$ cat src/rtl/i2c_regseq_pkg.sv
package i2c_regseq_pkg;

    typedef enum logic [2:0] {
        ST_IDLE,
        ST_LOADWR,
        ST_BUSYWT,
        ST_ISSUE,
        ST_WAITDN,
        ST_RDOUT,
        ST_FINISH
    } rs_state_e;

    typedef enum logic [2:0] {
        PH_DEVW,
        PH_ADDR,
        PH_DEVR,
        PH_WDATA,
        PH_RDATA
    } rs_phase_e;

    localparam logic [1:0] DIR_WRITE = 2'd0;
    localparam logic [1:0] DIR_READ  = 2'd1;
    localparam logic [1:0] DIR_PROBE = 2'd2;
    localparam logic [1:0] DIR_BAD   = 2'd3;

    localparam logic [2:0] ERR_NONE    = 3'd0;
    localparam logic [2:0] ERR_EMPTY   = 3'd1;
    localparam logic [2:0] ERR_TXTO    = 3'd2;
    localparam logic [2:0] ERR_NOACK   = 3'd3;
    localparam logic [2:0] ERR_RXTO    = 3'd4;
    localparam logic [2:0] ERR_ILLEGAL = 3'd5;
    localparam logic [2:0] ERR_BUSY    = 3'd6;

    typedef struct packed {
        logic [7:0] data;
        logic       start;
        logic       stop;
        logic       nak;
        logic       rd;
    } rs_byte_t;

endpackage

$ cat src/rtl/regseq_timer.sv
module regseq_timer #(
    parameter int LIMIT = 2500000
) (
    input  logic clk,
    input  logic rst_n,
    input  logic run_i,
    input  logic restart_i,
    output logic expired_o
);
    localparam int W = $clog2(LIMIT + 1);
    localparam logic [W-1:0] LAST = W'(LIMIT - 1);

    typedef struct packed {
        logic [W-1:0] cnt;
    } tmr_t;

    tmr_t t_d, t_q;

    always_comb begin
        t_d = t_q;
        if (restart_i || !run_i) begin
            t_d.cnt = '0;
        end else if (t_q.cnt != LAST) begin
            t_d.cnt = t_q.cnt + 1'b1;
        end
    end

    always_ff @(posedge clk) begin
        if (!rst_n) t_q <= '0;
        else        t_q <= t_d;
    end

    assign expired_o = run_i && (t_q.cnt == LAST);

    AST_TMR_FRESH: assert property (@(posedge clk) disable iff (!rst_n)
        $rose(run_i) |-> (t_q.cnt == '0));

endmodule

$ cat src/rtl/regseq_bytegen.sv
module regseq_bytegen
    import i2c_regseq_pkg::*;
#(
    parameter int MAX_ALEN = 4,
    parameter int ALEN_W   = 3
) (
    input  rs_phase_e                 phase_i,
    input  logic [6:0]                dev_i,
    input  logic [8*MAX_ALEN-1:0]     addr_i,
    input  logic [ALEN_W-1:0]         idx_i,
    input  logic                      last_i,
    input  logic [7:0]                wbyte_i,
    output rs_byte_t                  byte_o
);
    logic [7:0] abytes [MAX_ALEN];

    for (genvar g = 0; g < MAX_ALEN; g++) begin : g_abyte
        assign abytes[g] = addr_i[8*g +: 8];
    end

    always_comb begin
        byte_o = '0;
        unique case (phase_i)
            PH_DEVW: begin
                byte_o.data  = {dev_i, 1'b0};
                byte_o.start = 1'b1;
            end
            PH_ADDR: begin
                byte_o.data = abytes[idx_i];
            end
            PH_DEVR: begin
                byte_o.data  = {dev_i, 1'b1};
                byte_o.start = 1'b1;
            end
            PH_WDATA: begin
                byte_o.data = wbyte_i;
                byte_o.stop = last_i;
            end
            PH_RDATA: begin
                byte_o.rd   = 1'b1;
                byte_o.nak  = last_i;
                byte_o.stop = last_i;
            end
            default: byte_o = '0;
        endcase
    end

endmodule

$ cat src/rtl/regseq_ctrl.sv
module regseq_ctrl
    import i2c_regseq_pkg::*;
#(
    parameter int MAX_ALEN = 4,
    parameter int LEN_W    = 8,
    parameter int ADDR_W   = 32,
    parameter int ALEN_W   = 3
) (
    input  logic              clk,
    input  logic              rst_n,
    input  logic              cmd_valid_i,
    output logic              cmd_ready_o,
    input  logic [1:0]        cmd_dir_i,
    input  logic [6:0]        cmd_dev_i,
    input  logic [ADDR_W-1:0] cmd_addr_i,
    input  logic [ALEN_W-1:0] cmd_alen_i,
    input  logic [LEN_W-1:0]  cmd_len_i,
    input  logic              wr_valid_i,
    output logic              wr_ready_o,
    input  logic [7:0]        wr_data_i,
    output logic              rd_valid_o,
    input  logic              rd_ready_i,
    output logic [7:0]        rd_data_o,
    input  logic              eng_done_i,
    input  logic              eng_ack_i,
    input  logic [7:0]        eng_rdata_i,
    input  logic              eng_busy_i,
    output logic              eng_go_o,
    output logic              eng_unit_rst_o,
    input  logic              tmr_expired_i,
    output logic              tmr_run_o,
    output logic              tmr_restart_o,
    output rs_phase_e         phase_o,
    output logic [6:0]        dev_o,
    output logic [ADDR_W-1:0] addr_o,
    output logic [ALEN_W-1:0] idx_o,
    output logic              last_o,
    output logic [7:0]        hold_o,
    output logic              done_o,
    output logic [2:0]        status_o
);
    localparam logic [ALEN_W-1:0] ALEN_MAX = ALEN_W'(MAX_ALEN);
    localparam logic [LEN_W-1:0]  ONE_LEFT = LEN_W'(1);

    typedef struct packed {
        rs_state_e         st;
        rs_phase_e         ph;
        logic [1:0]        dir;
        logic [6:0]        dev;
        logic [ADDR_W-1:0] addr;
        logic [ALEN_W-1:0] alen;
        logic [ALEN_W-1:0] idx;
        logic [LEN_W-1:0]  left;
        logic [7:0]        hold;
        logic [2:0]        code;
    } ctrl_t;

    ctrl_t r_d, r_q;
    logic  pay_wr;
    logic  last_addr;

    assign pay_wr    = (r_q.dir == DIR_WRITE);
    assign last_addr = (r_q.idx == r_q.alen - 1'b1);

    always_comb begin
        r_d = r_q;
        unique case (r_q.st)
            ST_IDLE: begin
                if (cmd_valid_i) begin
                    r_d.dir  = cmd_dir_i;
                    r_d.dev  = cmd_dev_i;
                    r_d.addr = cmd_addr_i;
                    r_d.alen = cmd_alen_i;
                    r_d.idx  = '0;
                    r_d.code = ERR_NONE;
                    r_d.left = (cmd_dir_i == DIR_PROBE) ? ONE_LEFT : cmd_len_i;
                    if (cmd_dir_i == DIR_BAD ||
                        (cmd_dir_i != DIR_PROBE && cmd_alen_i > ALEN_MAX)) begin
                        r_d.code = ERR_ILLEGAL;
                        r_d.st   = ST_FINISH;
                    end else if (cmd_dir_i != DIR_PROBE && cmd_len_i == '0) begin
                        r_d.code = ERR_EMPTY;
                        r_d.st   = ST_FINISH;
                    end else begin
                        r_d.ph = (cmd_dir_i == DIR_PROBE) ? PH_DEVR : PH_DEVW;
                        r_d.st = ST_BUSYWT;
                    end
                end
            end
            ST_LOADWR: begin
                if (wr_valid_i) begin
                    r_d.hold = wr_data_i;
                    r_d.st   = ST_BUSYWT;
                end
            end
            ST_BUSYWT: begin
                if (!eng_busy_i) begin
                    r_d.st = ST_ISSUE;
                end else if (tmr_expired_i) begin
                    r_d.code = ERR_BUSY;
                    r_d.st   = ST_FINISH;
                end
            end
            ST_ISSUE: begin
                r_d.st = ST_WAITDN;
            end
            ST_WAITDN: begin
                if (eng_done_i) begin
                    if (r_q.ph == PH_RDATA) begin
                        r_d.hold = eng_rdata_i;
                        r_d.st   = (r_q.dir == DIR_PROBE) ? ST_FINISH : ST_RDOUT;
                    end else if (!eng_ack_i) begin
                        r_d.code = ERR_NOACK;
                        r_d.st   = ST_FINISH;
                    end else begin
                        unique case (r_q.ph)
                            PH_DEVW, PH_ADDR: begin
                                if (r_q.ph == PH_DEVW && r_q.alen != '0) begin
                                    r_d.ph = PH_ADDR;
                                    r_d.st = ST_BUSYWT;
                                end else if (r_q.ph == PH_ADDR && !last_addr) begin
                                    r_d.idx = r_q.idx + 1'b1;
                                    r_d.st  = ST_BUSYWT;
                                end else if (pay_wr) begin
                                    r_d.ph = PH_WDATA;
                                    r_d.st = ST_LOADWR;
                                end else begin
                                    r_d.ph = PH_DEVR;
                                    r_d.st = ST_BUSYWT;
                                end
                            end
                            PH_DEVR: begin
                                r_d.ph = PH_RDATA;
                                r_d.st = ST_BUSYWT;
                            end
                            default: begin
                                if (r_q.left == ONE_LEFT) begin
                                    r_d.st = ST_FINISH;
                                end else begin
                                    r_d.left = r_q.left - 1'b1;
                                    r_d.st   = ST_LOADWR;
                                end
                            end
                        endcase
                    end
                end else if (tmr_expired_i) begin
                    r_d.code = (r_q.ph == PH_RDATA) ? ERR_RXTO : ERR_TXTO;
                    r_d.st   = ST_FINISH;
                end
            end
            ST_RDOUT: begin
                if (rd_ready_i) begin
                    if (r_q.left == ONE_LEFT) begin
                        r_d.st = ST_FINISH;
                    end else begin
                        r_d.left = r_q.left - 1'b1;
                        r_d.st   = ST_BUSYWT;
                    end
                end
            end
            ST_FINISH: begin
                r_d.st = ST_IDLE;
            end
            default: r_d.st = ST_IDLE;
        endcase
    end

    always_ff @(posedge clk) begin
        if (!rst_n) begin
            r_q      <= '0;
            r_q.st   <= ST_IDLE;
            r_q.ph   <= PH_DEVW;
        end else begin
            r_q <= r_d;
        end
    end

    assign cmd_ready_o    = (r_q.st == ST_IDLE);
    assign wr_ready_o     = (r_q.st == ST_LOADWR);
    assign rd_valid_o     = (r_q.st == ST_RDOUT);
    assign rd_data_o      = r_q.hold;
    assign eng_go_o       = (r_q.st == ST_ISSUE);
    assign done_o         = (r_q.st == ST_FINISH);
    assign status_o       = done_o ? r_q.code : ERR_NONE;
    assign eng_unit_rst_o = done_o && (r_q.code != ERR_NONE);
    assign tmr_run_o      = (r_q.st == ST_BUSYWT) || (r_q.st == ST_WAITDN);
    assign tmr_restart_o  = (r_d.st != r_q.st);
    assign phase_o        = r_q.ph;
    assign dev_o          = r_q.dev;
    assign addr_o         = r_q.addr;
    assign idx_o          = r_q.idx;
    assign last_o         = (r_q.left == ONE_LEFT);
    assign hold_o         = r_q.hold;

    AST_GO_PULSE: assert property (@(posedge clk) disable iff (!rst_n)
        eng_go_o |=> !eng_go_o);
    AST_DONE_PULSE: assert property (@(posedge clk) disable iff (!rst_n)
        done_o |=> (!done_o && cmd_ready_o));
    AST_BUSY_GATE: assert property (@(posedge clk) disable iff (!rst_n)
        eng_go_o |-> $past(!eng_busy_i));
    AST_RD_HOLD: assert property (@(posedge clk) disable iff (!rst_n)
        (rd_valid_o && !rd_ready_i) |=> (rd_valid_o && $stable(rd_data_o)));

endmodule

$ cat src/rtl/i2c_regseq.sv
module i2c_regseq
    import i2c_regseq_pkg::*;
#(
    parameter int TIMEOUT_CYCLES = 2500000,
    parameter int MAX_ALEN       = 4,
    parameter int LEN_W          = 8
) (
    input  logic                           clk,
    input  logic                           rst_n,
    input  logic                           cmd_valid,
    output logic                           cmd_ready,
    input  logic [1:0]                     cmd_dir,
    input  logic [6:0]                     cmd_dev,
    input  logic [8*MAX_ALEN-1:0]          cmd_addr,
    input  logic [$clog2(MAX_ALEN+1)-1:0]  cmd_alen,
    input  logic [LEN_W-1:0]               cmd_len,
    input  logic                           wr_valid,
    output logic                           wr_ready,
    input  logic [7:0]                     wr_data,
    output logic                           rd_valid,
    input  logic                           rd_ready,
    output logic [7:0]                     rd_data,
    output logic                           eng_go,
    output logic                           eng_start,
    output logic                           eng_stop,
    output logic                           eng_nak,
    output logic                           eng_rd,
    output logic [7:0]                     eng_wdata,
    input  logic                           eng_done,
    input  logic                           eng_ack,
    input  logic [7:0]                     eng_rdata,
    input  logic                           eng_busy,
    output logic                           eng_unit_rst,
    output logic                           done,
    output logic [2:0]                     status
);
    localparam int ADDR_W = 8 * MAX_ALEN;
    localparam int ALEN_W = $clog2(MAX_ALEN + 1);

    rs_phase_e         phase;
    logic [6:0]        dev;
    logic [ADDR_W-1:0] addr;
    logic [ALEN_W-1:0] idx;
    logic              last;
    logic [7:0]        hold;
    logic              tmr_run, tmr_restart, tmr_expired;
    rs_byte_t          job;

    regseq_ctrl #(
        .MAX_ALEN (MAX_ALEN),
        .LEN_W    (LEN_W),
        .ADDR_W   (ADDR_W),
        .ALEN_W   (ALEN_W)
    ) u_ctrl (
        .clk            (clk),
        .rst_n          (rst_n),
        .cmd_valid_i    (cmd_valid),
        .cmd_ready_o    (cmd_ready),
        .cmd_dir_i      (cmd_dir),
        .cmd_dev_i      (cmd_dev),
        .cmd_addr_i     (cmd_addr),
        .cmd_alen_i     (cmd_alen),
        .cmd_len_i      (cmd_len),
        .wr_valid_i     (wr_valid),
        .wr_ready_o     (wr_ready),
        .wr_data_i      (wr_data),
        .rd_valid_o     (rd_valid),
        .rd_ready_i     (rd_ready),
        .rd_data_o      (rd_data),
        .eng_done_i     (eng_done),
        .eng_ack_i      (eng_ack),
        .eng_rdata_i    (eng_rdata),
        .eng_busy_i     (eng_busy),
        .eng_go_o       (eng_go),
        .eng_unit_rst_o (eng_unit_rst),
        .tmr_expired_i  (tmr_expired),
        .tmr_run_o      (tmr_run),
        .tmr_restart_o  (tmr_restart),
        .phase_o        (phase),
        .dev_o          (dev),
        .addr_o         (addr),
        .idx_o          (idx),
        .last_o         (last),
        .hold_o         (hold),
        .done_o         (done),
        .status_o       (status)
    );

    regseq_timer #(
        .LIMIT (TIMEOUT_CYCLES)
    ) u_timer (
        .clk       (clk),
        .rst_n     (rst_n),
        .run_i     (tmr_run),
        .restart_i (tmr_restart),
        .expired_o (tmr_expired)
    );

    regseq_bytegen #(
        .MAX_ALEN (MAX_ALEN),
        .ALEN_W   (ALEN_W)
    ) u_bytegen (
        .phase_i (phase),
        .dev_i   (dev),
        .addr_i  (addr),
        .idx_i   (idx),
        .last_i  (last),
        .wbyte_i (hold),
        .byte_o  (job)
    );

    assign eng_wdata = job.data;
    assign eng_start = job.start;
    assign eng_stop  = job.stop;
    assign eng_nak   = job.nak;
    assign eng_rd    = job.rd;

    AST_START_DEV: assert property (@(posedge clk) disable iff (!rst_n)
        (eng_go && eng_start) |-> (eng_wdata[7:1] == dev && !eng_rd));
    AST_NAK_LAST: assert property (@(posedge clk) disable iff (!rst_n)
        (eng_go && eng_nak) |-> (eng_rd && eng_stop));

endmodule

$ cat config.mk
export PLATFORM = sky130hd
export DESIGN_NAME = i2c_regseq
export DESIGN_NICKNAME = d
export VERILOG_FILES = /design/src/rtl/i2c_regseq_pkg.sv /design/src/rtl/regseq_timer.sv /design/src/rtl/regseq_bytegen.sv /design/src/rtl/regseq_ctrl.sv /design/src/rtl/i2c_regseq.sv
export SDC_FILE = /design/constraint.sdc
export NUM_CORES = 1
export LEC_CHECK = 0
export BUFFER_PORTS_ARGS = -buffer_cell sky130_fd_sc_hd__buf_2
export CORE_MARGIN = 2
export CORE_UTILIZATION = 39
export CTS_CLUSTER_DIAMETER = 40
export CTS_CLUSTER_SIZE = 16
export DETAILED_ROUTE_END_ITERATION = 10
export HOLD_SLACK_MARGIN = 0.08
export SETUP_SLACK_MARGIN = 0.05
export SLEW_MARGIN = 20
export SYNTH_ARGS = -nofsm -noshare
export SYNTH_HDL_FRONTEND = slang
export SYNTH_SLANG_ARGS = --single-unit
$ cat constraint.sdc
create_clock -name clk -period 3.4 [get_ports clk]
set_input_delay 1.02 -clock clk [delete_from_list [all_inputs] [get_ports clk]]
set_output_delay 1.02 -clock clk [all_outputs]
set_load 0.005 [all_outputs]
Word-level counts from Yosys, hierarchy flattened
Cells that the tools add are included.
{"block": "word_totals", "ff_bits": 94, "input_bits": 76, "out_inout_bits": 29, "word_cells": 151}
{"block": "op_classes", "add_sub_neg": 4, "magnitude_cmp": 2, "eq_ne": 39, "muxes": 61, "bitwise": 2, "reduce_logical": 32}
{"operator": "3-bit 2-to-1 mux", "count": 31}
{"operator": "8-bit 2-to-1 mux", "count": 8}
{"operator": "61-bit 2-to-1 mux", "count": 1}
{"operator": "8-bit one-hot mux with 4 select lines", "count": 1}
{"operator": "2-bit inequality test, second input constant", "count": 13}
{"operator": "3-bit one-hot mux with 2 select lines", "count": 4}
{"operator": "8-bit one-hot mux with 3 select lines", "count": 1}
{"operator": "22-bit by 1-bit adder with 22-bit output, second input constant", "count": 1}
{"operator": "22-bit equality test, second input constant", "count": 1}
{"operator": "11-bit 2-to-1 mux", "count": 2}
{"operator": "22-bit inequality test, second input constant", "count": 1}
{"operator": "19-bit 2-to-1 mux", "count": 1}
{"operator": "3-bit one-hot mux with 6 select lines", "count": 1}
{"operator": "8-bit binary-select mux with 2-bit select", "count": 1}
{"operator": "8-bit one-hot mux with 2 select lines", "count": 1}
{"operator": "7-bit AND reduction", "count": 2}
{"operator": "3-bit by 2-bit equality test with 1-bit output, second input constant", "count": 4}
{"operator": "3-bit equality test, second input constant", "count": 4}
{"operator": "3-bit nonzero test", "count": 4}
{"operator": "3-bit inequality test, second input constant", "count": 3}
{"operator": "3-bit one-hot mux with 3 select lines", "count": 1}
{"operator": "9-bit AND reduction", "count": 1}
{"operator": "8-bit by 1-bit equality test with 1-bit output, second input constant", "count": 1}
{"operator": "8-bit zero test", "count": 1}
{"operator": "other kinds (29)", "count": 51}

Longest topological paths before layout
Gate-level depths: netlist of run 1.
{"block": "logic_depth", "word_depth": 14, "ltp_mapped": 10, "mapped_depth_nobuf": 8}

By module
Synthesis of run 1 repeated with hierarchy kept, for this count alone.
{"block": "hier_totals", "cells_unflattened": 689, "hier_area_um2": 5711.7}
{"mod": "regseq_ctrl", "instances": 1, "cells_each": 514, "area_each_um2": 4200.3, "seq_area_each_um2": 1441.4}
{"mod": "regseq_timer", "instances": 1, "cells_each": 121, "area_each_um2": 1059.8, "seq_area_each_um2": 440.4}
{"mod": "regseq_bytegen", "instances": 1, "cells_each": 54, "area_each_um2": 451.7, "seq_area_each_um2": 0.0}

Least setup slack after synthesis of run 1
Ideal clock, no wire load.
{"block": "synth_path", "kind": "input to register", "from": "input port cmd_len[1]", "to": "register u_timer.t_q[0] (netlist name)", "setup_ns": 0.064, "arrival_time_ns": 2.604, "required_ns": 3.336, "slack_ns": 0.732, "cell_stages": 7, "n_path_buf": 1, "path_cell_list": "or4_1 > nor4_1 > o21ai_0 > a31oi_4 > o221ai_2 > buf_6 > nor2_2"}
{"block": "synth_via", "elab_chain_len": 9}
{"element": "start, declared", "line": "i2c_regseq.sv:16", "source": "input logic [LEN_W-1:0] cmd_len,"}
{"element": "8-bit zero test", "line": "regseq_ctrl.sv:81", "source": "end else if (cmd_dir_i != DIR_PROBE && cmd_len_i == '0) begin"}
{"element": "1-bit logical AND", "line": "regseq_ctrl.sv:81"}
{"element": "3-bit 2-to-1 mux", "line": "regseq_ctrl.sv:81"}
{"element": "3-bit 2-to-1 mux", "line": "regseq_ctrl.sv:77", "source": "if (cmd_dir_i == DIR_BAD ||"}
{"element": "61-bit 2-to-1 mux", "line": "regseq_ctrl.sv:69", "source": "if (cmd_valid_i) begin"}
{"element": "3-bit one-hot mux with 6 select lines", "line": "regseq_ctrl.sv:67", "source": "unique case (r_q.st)"}
{"element": "3-bit inequality test", "line": "regseq_ctrl.sv:187", "source": "assign tmr_restart_o = (r_d.st != r_q.st);"}
{"element": "1-bit logical OR", "line": "regseq_timer.sv:21", "source": "if (restart_i || !run_i) begin"}
{"element": "2-bit OR reduction (no source line)"}
{"element": "end signal, assigned", "line": "regseq_timer.sv:30", "source": "else t_q <= t_d;"}
{"element": "end, declared", "line": "regseq_timer.sv:17", "source": "tmr_t t_d, t_q;"}
Every way passes these cells. The select of a mux whose other input is x is not followed.
A chain may end at the register's enable or synchronous reset.

Final worst setup path of run 1
{"block": "layout_path", "from": "register u_ctrl.r_q[13] (netlist name)", "to": "output port eng_nak"}
{"block": "layout_via", "elab_chain_len": 2}
{"element": "start, declared", "line": "regseq_ctrl.sv:58", "source": "ctrl_t r_d, r_q;"}
{"element": "start signal, assigned", "line": "regseq_ctrl.sv:174", "source": "r_q <= r_d;"}
{"element": "8-bit by 1-bit equality test with 1-bit output", "line": "regseq_ctrl.sv:192", "source": "assign last_o = (r_q.left == ONE_LEFT);"}
{"element": "2-bit 2-to-1 mux", "line": "regseq_bytegen.sv:23", "source": "unique case (phase_i)"}
{"element": "end, declared", "line": "i2c_regseq.sv:26", "source": "output logic eng_nak,"}
Every way passes these cells.

==> results of run 1 <==
synth_stat cells, drive strengths merged (2+ instances only):
master,count
nand2,145
dfxtp,94
nor2,71
a21oi,64
clkbuf,29
o21ai,24
buf,17
xor2,16
mux2i,11
nor3,11
a211oi,10
xnor2,10
a311oi,9
nand3,9
nand4,9
inv,8
mux4,8
ha,6
nand2b,6
and2,5
and3,5
nor2b,5
a22oi,4
nor3b,4
nor4,4
o211ai,4
or3,4
a32o,3
nor4b,3
o31a,3
or4,3
a31o,2
a31oi,2
and4,2
clkinv,2
o2111a,2
o311ai,2
registers in the layout (all words and copies together) (netlist names):
register	cells
u_ctrl.addr_o	32
u_ctrl.dev_o	7
u_ctrl.hold_o	8
u_ctrl.idx_o	3
u_ctrl.phase_o	3
u_ctrl.r_q	19
u_timer.t_q	22
layout make-up:
cell class              instances  area share (%)
flip-flops and latches         94           31.62
well taps                     172           3.616
multi-input cells             484           48.55
repair buffers                116           10.26
inverters                      10          0.6308
clock buffers                  10           4.016
clock inverters                 6           1.304
metal layers:
layer | global-route usage, % | up-vias
li1 | - | 2368
met1 | 24.18 | 2180
met2 | 32.16 | 102
met3 | 4.506 | 21
met4 | 6.551 | 0
met5 | 0 | -
path summary, 6_finish.rpt:
| kind | startpoint | end | slack [ns] | depth (start not counted) |
|---|---|---|---|---|
| setup / recovery | u_ctrl.r_q[13] | eng_nak | 0.14 | 4 |
| hold reg to reg | u_ctrl.addr_o[10] | u_ctrl.addr_o[10] | 0.45 | 2 |
| hold / removal | u_ctrl.addr_o[10] | u_ctrl.addr_o[10] | 0.45 | 2 |
| setup reg to reg | u_ctrl.r_q[13] | u_timer.t_q[2] | 0.57 | 7 |
cell families after synthesis:
group                      Yosys count
and+or+nand+nor                    292
AOI/OAI and AO/OA                  140
DFF                                 94
buffers and inverters               56
xor gates and xnor gates            27
muxes                               19
adders and majority gates            6
through the flow:
stage	cell area (um2)	utilization [%]	setup WS (ns)	total power [mW]
4_1_cts	5951	47.15	0.1375	2.837
3_5_place_dp	5634	44.65	0.1662	1.767
3_3_place_gp	5634	44.65	0.2067	1.757
6_report	5951	47.15	0.1449	2.804
2_1_floorplan	5057	-	0.7316	1.611
5_1_grt	5951	47.15	0.05886	2.949
worst max-delay path: cells and delay by family, from the launching register on:
family	cells	cell delay, ns
flops	1	0.37
buf+inv	1	0.12
simple gates	3	1.39
power breakdown:
| group | total, mW | switching (mW) | internal, mW |
|---|---|---|---|
| Combinational | 0.509 | 0.292 | 0.217 |
| Sequential | 1.23 | 0.0617 | 1.17 |
| Clock | 1.06 | 0.458 | 0.604 |
| Total | 2.80 | 0.812 | 1.99 |
==> out/results.ini, run 1 <==
[grt]
grt_pass1_wl_um=21560
antenna_found_initial=0
grt_use_total_pct=19.18
grt_max_degree=56
grt_pass1_vias=4393
grt-ovfl-total=0

[die]
die_x_um=117.9
dieArea_um2=13890
row_count=41
die_y_um=117.9
start_util_pct=40.08
core_area_um2=12620
io_pins=105

[detailed_routing]
highest_layer=met4
wl_per_cell_um=14.76
drc=0
detail-route-antenna-nets=0
drtPass1Iterations=4
vias=4671
vias_per_cell=5.237
met2_length_um=6548
drt-initial-drc-count=292
drt_wl_total_um=13170
wl_met1_um=5764
wl_met3_um=590

[sta]
hold_viol_final=0
fin_crit_ns=3.255
period_share_pct=95.74
finalClockSkew_ns=0.01006
rsz0062_at_grt=no
fmax_mhz=307.2
setup_viol=0
fin_hold_ws_ns=0.4533
tightest_slew_ns=0.8584
tns_ns=0
slew_headroom_pct=42.77
slew_violations=0

[logic_synthesis]
syn_inst=634
synth_edf_count=0
ys_seq_elements=94
synth-xor-area-share_pct=4.973
synth_top_area_cell=dfxtp_1
synth_compound_area_share_pct=18.11
synth.area.mux_share_pct=5.740
yosysSeqAreaShare_pct=37.21
synth_area_leaders=dfxtp_1 37%, nand2_1 11%, a21oi_1 6.3%
ys.flop_type=dfxtp_1
synth_top_family_by_area=simple AND/OR/NAND/NOR gates
synth_area_um2=5057
yosys.cell_types.count=65
avgSynthCellArea_um2=7.977
synth_async_sr_flop_share_pct=0
synth_top_area_share_pct=37.21
syn-num-nets=716
synth_fa_ha_area_share_pct=1.484
synth-simple-area-share_pct=26.72
synth_warnings=0

[pwr]
ir_drop_uv=292.8
p_leak_nw=2.269
powerDensity_nw_per_um2=471.1

[clocking]
cts_buffers=9
cts_tree=yes
cts_hold_buf=0
clock_latency_ns=0.35
path_clk_slew_ns=0.07
ctsHtreeMaxLevel=3
cts-root-buf=clkbuf_16
clock-sinks=94
ctsResizeCount=0
post_cts_buffers=0
cts_buffer_depth=2

[finish]
most-common-layout-cells=145 x nand2_1, 104 x buf_2, 94 x dfxtp_1, 64 x a21oi_1, 51 x nor2_1
multi_input_area_um2=2889
drive_gt1_share_pct=23.89
ff_latch_area_um2=1882
area_growth_syn_to_layout_pct=17.66
instances_no_fill=892
layout_commonest_cell=nand2_1
fin_nets=797
fill_cells=1319
insertedDiodeCount=0

[hold_path]
hold_path_class=flop to flop

[worst_setup_path]
worst_path_max_delay_cell=or4b_1
arrival_ns=2.24
required_ns=2.38
endpoint_kind=primary output
worstPathCellList=or4_1 > or4b_1 > nor2_1 > buf_2
critPathLaunchType=flop
critPathMaxFanout=7
crit_type=flop to primary output
critPathMaxStageDelay_ns=0.68

[place]
portBuffers=104
placed_cells=876
routabilityCongestion=0.9092
dp_hpwl_um=9684

[run]
max-cap-violations=0

[run_status]
outcome=completed

No activity file was read; power rests on OpenSTA's default activity.
==> inputs of run 2 (changes only) <==
Settings changed: SETUP_SLACK_MARGIN 0.05 to 0.2.
==> run 2 against run 1 <==
Effect of this change: routed wire length decreased by 0.23%; hold slack improved by 0.0011 ns; sequential cell count unchanged; core utilization grew 0.13 points; combinational power is 0.8% higher; non-clock buffer count up 1; global-route usage hardly changed; sequential power barely moved; via count rose by 0.15%; register-to-register slack better by 0.02 ns; clock skew decreased by 0.00067 ns; highest routed layer unchanged.
==> out/results.ini, run 2 (synthesized netlist as in run 1, its figures left out) <==
[run_status]
outcome=completed

[detailed_routing]
drtPass1Iterations=5
drc=0
detail-route-antenna-nets=0
wl_per_cell_um=14.71
drt_wl_total_um=13140
drt-initial-drc-count=252
vias=4678
vias_per_cell=5.239

[worst_setup_path]
required_ns=2.38
worst_path_max_delay_cell=or4b_4
worstReg2RegStart=u_ctrl.r_q[13]
arrival_ns=2.06
crit_family=simple AND/OR/NAND/NOR gates
startpoint=u_ctrl.r_q[13]
critPathMaxStageDelay_ns=0.59
crit_type=flop to primary output
critPathLaunchType=flop
endpoint_kind=primary output
critPathMaxFanout=7
path_buf_inv=1
worstPathCellList=or4_4 > or4b_4 > nor2_1 > buf_2

[place]
routabilityCongestion=0.9092
portBuffers=104
dp_hpwl_um=9684
dp_slack_ns=0.1662

[finish]
drive_gt1_share_pct=24.41
largest_reg_flops=32
fin_nets=798
layout_commonest_cell=nand2_1
insertedDiodeCount=0
area_growth_syn_to_layout_pct=17.99
most-common-layout-cells=145 x nand2_1, 104 x buf_2, 93 x dfxtp_1, 64 x a21oi_1, 51 x nor2_1

[grt]
antenna_found_initial=0
gr-usage-met2_pct=32.16
grt_use_total_pct=19.19
grt_use_met1_pct=24.21
grt_pass1_wl_um=21580
grt_pass1_vias=4392
grt_max_degree=56
grt-ovfl-total=0
top_usage_layer=met2
use_met3_pct=4.506

[die]
die_y_um=117.9
die_x_um=117.9
io_pins=105
dieArea_um2=13890
row_count=41
start_util_pct=40.08
core_area_um2=12620

[sta]
fin_ws_ns=0.3172
slew_headroom_pct=44.35
tns_ns=0
hold_viol_final=0
slew_violations=0
fmax_mhz=324.4
period_share_pct=90.67
fin_crit_ns=3.083
tightest_slew_ns=0.8347
fin_hold_ws_ns=0.4545
finalClockSkew_ns=0.009386
rsz0062_at_grt=no
setup_viol=0

[clocking]
path_clk_slew_ns=0.07
clock_latency_ns=0.35
cts_buffers=9
cts_tree=yes
clock-sinks=94
ctsHtreeMaxLevel=3
cts_buffer_depth=2
cts_hold_buf=0
cts-root-buf=clkbuf_16

[hold_path]
hold_path_class=flop to flop
holdCritStartpoint=u_ctrl.addr_o[22]

[pwr]
powerDensity_nw_per_um2=470.6
p_leak_nw=2.275
ir_drop_uv=292.8

[run]
max-cap-violations=0

[run 2: cell count changes in the layout (fill, tap and decap cells not counted)]
cell / delta
or4_1: -1
dfxtp_2: +1
or4b_1: -1
or4_4: +1
or4b_4: +1
dfxtp_1: -1
buf_4: +1
[run 2: final timing paths]
check,to,slack [ns],cells past startpoint
worst min-delay path,u_ctrl.addr_o[22],0.45,2
worst min register to register,u_ctrl.addr_o[22],0.45,2
worst max register to register,u_timer.t_q[2],0.59,8
worst max-delay path,eng_stop,0.32,4
[run 2: power by group]
group / total, mW / internal, mW / switching (mW)
clock network: 1.06 / 0.604 / 0.458
logic: 0.513 / 0.221 / 0.292
registers: 1.23 / 1.17 / 0.0624
total: 2.81 / 2.00 / 0.812
[run 2: what timing repair did]
| action | 4_1_cts | 5_1_grt |
|---|---|---|
| setup endpoints to repair | 2 | 1 |
| pin swaps | 0 | 1 |
| setup buffers | 0 | 1 |
| gates resized for setup | 1 | 2 |
[run 2: metrics by stage]
stage	utilization, %	cell area, um2	instances	power (mW)
2_1_floorplan	-	5057	634	1.611
3_3_place_gp	44.65	5634	876	1.757
3_5_place_dp	44.65	5634	876	1.767
4_1_cts	47.18	5954	892	2.838
5_1_grt	47.28	5967	893	2.955
6_report	47.28	5967	893	2.808
[run 2: metal layers]
metal  routed length [um]  share of wire [%]
met5                    0                  0
met4                  240                1.8
met3                  570                4.3
met2                 6525                 50
met1                 5800                 44
[run 2: area by class of cell]
class	instances	area (um2)
Clock buffer	10	239.0
Clock inverter	6	77.57
Fill cell	1314	6653
Inverter	10	37.54
Multi-Input combinational cell	484	2897
Sequential cell	94	1883
Tap cell	172	215.2
Timing Repair Buffer	117	618.1
[run 2: worst register-to-register path: stages (launching register included)]
cell      delay [ns]
dfxtp_2         0.35
or4_4           0.54
or4b_4          0.59
buf_4           0.17
or3_4           0.40
a31oi_4         0.18
o221ai_2        0.11
buf_4           0.21
nor3_1          0.19
